## src/rtl/chien_pkg.sv

```systemverilog
// Shared constants and field arithmetic for the Chien search engine.
// Assumes field elements are carried in 14 bits; the narrow field keeps bit 13 at zero.
package chien_pkg;
    localparam int GF_W   = 14;
    localparam int ADDR_W = 6;
    localparam int DATA_W = 32;

    // Reduction terms (polynomial minus its leading power)
    localparam logic [GF_W-1:0] RED_NARROW = 14'h001b;
    localparam logic [GF_W-1:0] RED_WIDE   = 14'h0443;

    // Register addresses
    localparam logic [ADDR_W-1:0] ADR_CTRL = 6'h00;
    localparam logic [ADDR_W-1:0] ADR_CFG  = 6'h01;
    localparam logic [ADDR_W-1:0] ADR_LEN  = 6'h02;
    localparam logic [ADDR_W-1:0] ADR_STAT = 6'h03;
    localparam logic [ADDR_W-1:0] ADR_SIG0 = 6'h10;
    localparam logic [ADDR_W-1:0] ADR_POS0 = 6'h20;

    // Field positions in configuration and status words
    localparam int CFG_WIDE_BIT = 0;
    localparam int CFG_CNT_LSB  = 16;
    localparam int CFG_CNT_W    = 5;
    localparam int STAT_CNT_LSB = 8;

    // Multiply one element by alpha in the selected field
    function automatic logic [GF_W-1:0] gf_alpha_step(input logic [GF_W-1:0] v,
                                                      input logic wide);
        logic [GF_W-1:0] r;
        if (wide) begin
            r = {v[GF_W-2:0], 1'b0};
            if (v[GF_W-1]) r = r ^ RED_WIDE;
        end else begin
            r = {1'b0, v[GF_W-3:0], 1'b0};
            if (v[GF_W-2]) r = r ^ RED_NARROW;
        end
        return r;
    endfunction
endpackage

```

## src/rtl/chien_coef_cell.sv

```systemverilog
// One locator term register. On load it takes the coefficient; on every
// step it is multiplied by alpha^POWER. term_next shows the value of the
// term at the next evaluation point.
// Assumes wide is held constant while step is asserted.
module chien_coef_cell
    import chien_pkg::*;
#(
    parameter int POWER = 1
) (
    input  logic            clk,
    input  logic            rst_n,
    input  logic            load,
    input  logic            step,
    input  logic            wide,
    input  logic [GF_W-1:0] seed,
    output logic [GF_W-1:0] term_next
);
    logic [GF_W-1:0] term_q;

    // Constant multiply by alpha^POWER as POWER chained alpha steps
    always_comb begin
        term_next = term_q;
        for (int k = 0; k < POWER; k++) begin
            term_next = gf_alpha_step(term_next, wide);
        end
    end

    // Term register: load seed or advance one position
    always_ff @(posedge clk) begin
        if (!rst_n) begin
            term_q <= '0;
        end else if (load) begin
            term_q <= seed;
        end else if (step) begin
            term_q <= term_next;
        end
    end
endmodule

```

## src/rtl/chien_seq.sv

```systemverilog
// Search sequencer. It latches the length on start, counts the evaluated
// positions and raises done once the last one is tested. stop has priority.
// Assumes start is not asserted while busy.
module chien_seq #(
    parameter int LEN_W = 15
) (
    input  logic             clk,
    input  logic             rst_n,
    input  logic             start,
    input  logic             stop,
    input  logic [LEN_W-1:0] len_in,
    output logic             busy,
    output logic             done,
    output logic [LEN_W-1:0] pos,
    output logic [LEN_W-1:0] len_q
);
    logic [LEN_W-1:0] pos_next;

    // Next position index
    assign pos_next = pos + 1'b1;

    // Busy/done/position state machine
    always_ff @(posedge clk) begin
        if (!rst_n) begin
            busy  <= 1'b0;
            done  <= 1'b0;
            pos   <= '0;
            len_q <= '0;
        end else if (stop) begin
            busy <= 1'b0;
            done <= 1'b0;
        end else if (start) begin
            pos   <= '0;
            len_q <= len_in;
            if (len_in == '0) begin
                busy <= 1'b0;
                done <= 1'b1;
            end else begin
                busy <= 1'b1;
                done <= 1'b0;
            end
        end else if (busy) begin
            pos <= pos_next;
            if (pos_next == len_q) begin
                busy <= 1'b0;
                done <= 1'b1;
            end
        end
    end
endmodule

```

## src/rtl/chien_root_store.sv

```systemverilog
// Result store. Hits fill slots in arrival order, so the slots come out in
// increasing position order. The count saturates at SLOTS; clear empties all.
// Assumes hit positions arrive in increasing order.
module chien_root_store #(
    parameter int SLOTS = 8,
    parameter int LEN_W = 15,
    localparam int CNT_W = $clog2(SLOTS + 1)
) (
    input  logic                        clk,
    input  logic                        rst_n,
    input  logic                        clear,
    input  logic                        hit,
    input  logic [LEN_W-1:0]            hit_pos,
    output logic [CNT_W-1:0]            count,
    output logic [SLOTS-1:0][LEN_W-1:0] slot
);
    logic room;

    // Space left for another root
    assign room = (count < CNT_W'(SLOTS));

    // Saturating root counter
    always_ff @(posedge clk) begin
        if (!rst_n) begin
            count <= '0;
        end else if (clear) begin
            count <= '0;
        end else if (hit && room) begin
            count <= count + 1'b1;
        end
    end

    for (genvar i = 0; i < SLOTS; i++) begin : g_slot
        // Slot i captures the i-th hit
        always_ff @(posedge clk) begin
            if (!rst_n) begin
                slot[i] <= '0;
            end else if (clear) begin
                slot[i] <= '0;
            end else if (hit && count == CNT_W'(i)) begin
                slot[i] <= hit_pos;
            end
        end
    end
endmodule

```

## src/rtl/chien_search.sv

```systemverilog
// Chien search top. It decodes register writes, holds the coefficients and
// field selection, runs one evaluation per clock through T_MAX+1 term cells,
// and records the zero positions. Reads are combinational.
// Assumes T_MAX <= 15 (address map) and LEN <= 2^m - 1.
module chien_search
    import chien_pkg::*;
#(
    parameter int T_MAX = 8,
    parameter int LEN_W = 15
) (
    input  logic              clk,
    input  logic              rst_n,
    input  logic              wr_en,
    input  logic [ADDR_W-1:0] wr_addr,
    input  logic [DATA_W-1:0] wr_data,
    input  logic [ADDR_W-1:0] rd_addr,
    output logic [DATA_W-1:0] rd_data
);
    localparam int NCOEF = T_MAX + 1;
    localparam int CNT_W = $clog2(T_MAX + 1);

    logic                        busy, done;
    logic [LEN_W-1:0]            pos, seq_len;
    logic                        wr_ok, stop_req, start_req, clear;
    logic                        wide_q;
    logic [CFG_CNT_W-1:0]        ncoef_m1_q;
    logic [GF_W-1:0]             sig_q     [NCOEF];
    logic [GF_W-1:0]             seed      [NCOEF];
    logic [GF_W-1:0]             term_next [NCOEF];
    logic [GF_W-1:0]             eval_sum;
    logic                        hit;
    logic [CNT_W-1:0]            root_cnt;
    logic [T_MAX-1:0][LEN_W-1:0] slot;
    logic                        unused_bits;

    assign unused_bits = ^{wr_data[DATA_W-1:CFG_CNT_LSB+CFG_CNT_W], wr_data[LEN_W]};

    // Write qualification: setup writes only while idle
    assign wr_ok     = wr_en && !busy;
    assign stop_req  = wr_en && (wr_addr == ADR_CTRL) && wr_data[0];
    assign start_req = wr_ok && (wr_addr == ADR_LEN);
    assign clear     = stop_req || start_req;

    // Configuration register
    always_ff @(posedge clk) begin
        if (!rst_n) begin
            wide_q     <= 1'b0;
            ncoef_m1_q <= '0;
        end else if (wr_ok && wr_addr == ADR_CFG) begin
            wide_q     <= wr_data[CFG_WIDE_BIT];
            ncoef_m1_q <= wr_data[CFG_CNT_LSB +: CFG_CNT_W];
        end
    end

    for (genvar j = 0; j < NCOEF; j++) begin : g_coef
        // Coefficient register j
        always_ff @(posedge clk) begin
            if (!rst_n) begin
                sig_q[j] <= '0;
            end else if (wr_ok && wr_addr == ADR_SIG0 + ADDR_W'(j)) begin
                sig_q[j] <= wr_data[GF_W-1:0];
            end
        end

        // Seed: unused coefficients and the narrow-field top bit are masked
        always_comb begin
            if (CFG_CNT_W'(j) > ncoef_m1_q) begin
                seed[j] = '0;
            end else if (wide_q) begin
                seed[j] = sig_q[j];
            end else begin
                seed[j] = {1'b0, sig_q[j][GF_W-2:0]};
            end
        end

        chien_coef_cell #(.POWER(j)) u_cell (
            .clk       (clk),
            .rst_n     (rst_n),
            .load      (start_req),
            .step      (busy),
            .wide      (wide_q),
            .seed      (seed[j]),
            .term_next (term_next[j])
        );
    end

    // Locator value at the next position
    always_comb begin
        eval_sum = '0;
        for (int j = 0; j < NCOEF; j++) begin
            eval_sum = eval_sum ^ term_next[j];
        end
    end

    assign hit = busy && (eval_sum == '0);

    chien_seq #(.LEN_W(LEN_W)) u_seq (
        .clk    (clk),
        .rst_n  (rst_n),
        .start  (start_req),
        .stop   (stop_req),
        .len_in (wr_data[LEN_W-1:0]),
        .busy   (busy),
        .done   (done),
        .pos    (pos),
        .len_q  (seq_len)
    );

    chien_root_store #(.SLOTS(T_MAX), .LEN_W(LEN_W)) u_store (
        .clk     (clk),
        .rst_n   (rst_n),
        .clear   (clear),
        .hit     (hit),
        .hit_pos (pos + 1'b1),
        .count   (root_cnt),
        .slot    (slot)
    );

    // Read mux for status and position slots
    always_comb begin
        rd_data = '0;
        if (rd_addr == ADR_STAT) begin
            rd_data[0]                     = done;
            rd_data[STAT_CNT_LSB +: CNT_W] = root_cnt;
        end
        for (int i = 0; i < T_MAX; i++) begin
            if (rd_addr == ADR_POS0 + ADDR_W'(i)) begin
                rd_data = DATA_W'(slot[i]);
            end
        end
    end
endmodule

```

## config.mk

```make
export PLATFORM = sky130hd
export DESIGN_NAME = chien_search
export DESIGN_NICKNAME = d
export VERILOG_FILES = /design/src/rtl/chien_pkg.sv /design/src/rtl/chien_coef_cell.sv /design/src/rtl/chien_seq.sv /design/src/rtl/chien_root_store.sv /design/src/rtl/chien_search.sv
export SDC_FILE = /design/constraint.sdc
export NUM_CORES = 1
export LEC_CHECK = 0
export ABC_AREA = 1
export BUFFER_PORTS_ARGS = -buffer_cell sky130_fd_sc_hd__buf_2
export CAP_MARGIN = 20
export CELL_PAD_IN_SITES_DETAIL_PLACEMENT = 0
export CELL_PAD_IN_SITES_GLOBAL_PLACEMENT = 1
export CORE_ASPECT_RATIO = 1.2
export CORE_MARGIN = 1
export CORE_UTILIZATION = 30
export DETAILED_ROUTE_END_ITERATION = 10
export PLACE_DENSITY_LB_ADDON = 0.08
export SLEW_MARGIN = 0
export SYNTH_ARGS = -nofsm -noshare
export SYNTH_HDL_FRONTEND = slang
export SYNTH_HIERARCHICAL = 1
export SYNTH_SLANG_ARGS = --single-unit
```

## constraint.sdc

```tcl
create_clock -name clk -period 4.15 [get_ports clk]
set_input_delay 0.2075 -clock clk [delete_from_list [all_inputs] [get_ports clk]]
set_output_delay 0.2075 -clock clk [all_outputs]
set_load 0.1 [all_outputs]
```

==> results_dict.tcl <==
set metrics [dict create \
    tritoncts "done" \
    netlist_instances 3488 \
    grt_antenna_before_repair 5 \
    slowest_delay_ns 0.57 \
    path_clk_slew_ns 0.06 \
    first_global_vias 20488 \
    insertedDiodeCount 0 \
    end_kind "flip-flop" \
    max_freq_mhz 271 \
    netlist_area_um2 24000 \
    power.density_nw_per_um2 339 \
    grt_max_degree 159 \
    reg2reg_from "wide_q" \
    synth-seq-cells 414 \
    multi_input_area_um2 11800 \
    ant_nets 0 \
    final_cell_mix "nand2_1, nor2_1, inv_1" \
    drc 0 \
    track_usage 0.208 \
    clockBufferDepth 3 \
    cp_max_fo 30 \
    finalMaxSlewViolations 0 \
    rsz0062_at_grt "no" \
    r2r.worst_path.cells 25 \
    cpLargestDelayFamily "simple AND/OR/NAND/NOR gates" \
    cts_resized 0 \
    drive_above_1_share 0.0997 \
    fin_skew_ns 0.0155 \
    cp.required_ns 4.64 \
    crit_type "reg2reg" \
    clock_sinks 414 \
    io_pins 79 \
    startpoint "wide_q" \
    io_buffers 49 \
    grt_overflow_total 0 \
    cp.depth 25 \
    initial_utilization 0.304 \
    drt-initial-drc-count 1361 \
    crit_path_end "u_store/slot[103]" \
    dieArea_um2 81300 \
    numCtsBuffers 50 \
    finalHoldViolCount 0 \
    cp.buffers_inverters 6 \
    relSlewSlack 0.249 \
    r2r_end "u_store/slot[103]" \
    rrSetupSlack_ns 0.45 \
    synthFlopType "dfxtp_1" \
    finalCritPeriodShare 0.891 \
    clock_latency_ns 0.61 \
    hpwl_um 57900 \
    seq_area_frac_synth 0.397 \
    peakVddDrop_mv 0.292 \
    synth_edf_count 126 \
    leakage_nw 11.5 \
    htreeDepth 2 \
    grt_pass1_wl_um 128000 \
    cts-root-buf "clkbuf_16" \
    finalSetupTns_ns 0 \
    ys_warn_count 6 \
    crit_top_cell "nand2_1" \
    core_area_um2 79200 \
    syn_to_final_growth_pct 12.9 \
    async_flop_share 0 \
    startpoint_type "flip-flop" \
    gp_congestion 0.826 \
    period_minus_slack_ns 3.70 \
    fp.dieW_um 260 \
    mostFrequentLayoutCell "nand2_1" \
    whs_ns 0.172 \
    wl_um 84600 \
    fin_nets 3560 \
    worstPathArrival_ns 4.19 \
    synth_cell_types 57 \
    num_vias 21660 \
    rows 113 \
    finalPower_mw 9.20 \
    drv_cap 0 \
    viasPerCell 4.73 \
    firstDrtPassIters 5 \
    die_h_um 312 \
    status "completed" \
    regArea_um2 9550 \
    setup_viol 0 \
    n_fill_cell 8569 \
    wl_per_cell_um 18.4 \
    tightest_slew_ns 1.12 \
    hp-class "in2reg" \
    syn_area_per_cell_um2 6.89 \
    crit_slowest_cell "dfxtp_4" \
]
how the worst min path moves through the flow:
stage,from,to,slack [ns],cells after the start
floorplan,rst_n,g_coef[2].u_cell/term_q[12],0.31,2
detailed placement,wr_data[20],ncoef_m1_q[4],0.44,3
global route,rst_n,g_coef[0].u_cell/term_next[2],0.20,3
global placement,wr_data[19],ncoef_m1_q[3],0.44,3
finish,wr_en,u_seq/busy,0.17,6
CTS,wr_en,u_seq/busy,0.12,6
registers in the layout, indices dropped and copies added (netlist names), 4 cells and up:
name,cells
g_coef.u_cell/term_next,14
u_store/count,4
sig_q,126
ncoef_m1_q,5
u_store/slot,120
u_seq/pos,15
g_coef.u_cell/term_q,112
u_seq/len_q,15
cells by family after synthesis:
family / share of synthesized area
xor gates and xnor gates: 0.0505
adders and majority gates: 0.00312
buffers and inverters: 0.117
and+or+nand+nor: 0.355
AOI/OAI and AO/OA: 0.0768
other: 0.000156
DFF: 0.397
repair_timing:
item,CTS,global route
hold buffers,20,0
hold endpoints to repair,20,0
setup endpoints to repair,0,84
setup buffers,0,1
worst min-delay path: cells and delay by family:
family	cells	cell delay, ns
buf+inv	2	0.25
compound gates	1	0.03
simple gates	3	0.25
through the flow:
stage / instance area [um^2] / cells / util / setup slack, ns
after global placement: 25200 / 4468 / 0.319 / 0.374
after detailed placement: 25200 / 4468 / 0.319 / 0.348
after floorplan: 24100 / 3504 / - / 0.475
final: 27100 / 4584 / 0.343 / 0.453
after global routing: 27100 / 4584 / 0.343 / 0.0187
after CTS: 27100 / 4582 / 0.342 / 0.316
where the power goes:
group	total, mW	internal [mW]	switching, mW	leakage, nW
sequential	4.26	4.23	0.0213	3.52
combinational	0.438	0.0853	0.353	7.13
clock	4.50	2.64	1.86	0.821
total	9.20	6.96	2.24	11.5
cell usage after synthesis (all sizes together), types with 11 or more instances:
library cell / n / area share
nor2: 599 / 0.10
inv: 441 / 0.069
and2: 11 / 0.0029
clkinv: 16 / 0.0026
nand4: 34 / 0.0091
edfxtp: 126 / 0.16
dfxtp: 288 / 0.24
nand2: 1010 / 0.16
o2111ai: 14 / 0.0051
nand3b: 21 / 0.0066
clkbuf: 57 / 0.010
xor2: 65 / 0.024
a22oi: 53 / 0.017
xnor2: 65 / 0.025
a21oi: 117 / 0.026
a31oi: 50 / 0.013
nand3: 302 / 0.066
buf: 122 / 0.036
o21ai: 63 / 0.014
final cells by class:
type / count / area share
Timing Repair Buffer: 130 / 0.0416
Multi-Input combinational cell: 2454 / 0.434
Clock buffer: 74 / 0.0544
Tap cell: 1035 / 0.0477
Sequential cell: 414 / 0.352
Inverter: 457 / 0.0634
Clock inverter: 20 / 0.00660
metal layers:
layer | GRT usage | vias to the layer above | share of wire
li1 | - | 10960 | -
met1 | 0.287 | 10190 | 0.47
met2 | 0.345 | 414 | 0.47
met3 | 0.0253 | 90 | 0.038
met4 | 0.0493 | 6 | 0.021
met5 | 0 | - | 0.00046
No activity file was read; power rests on OpenSTA's default activity.
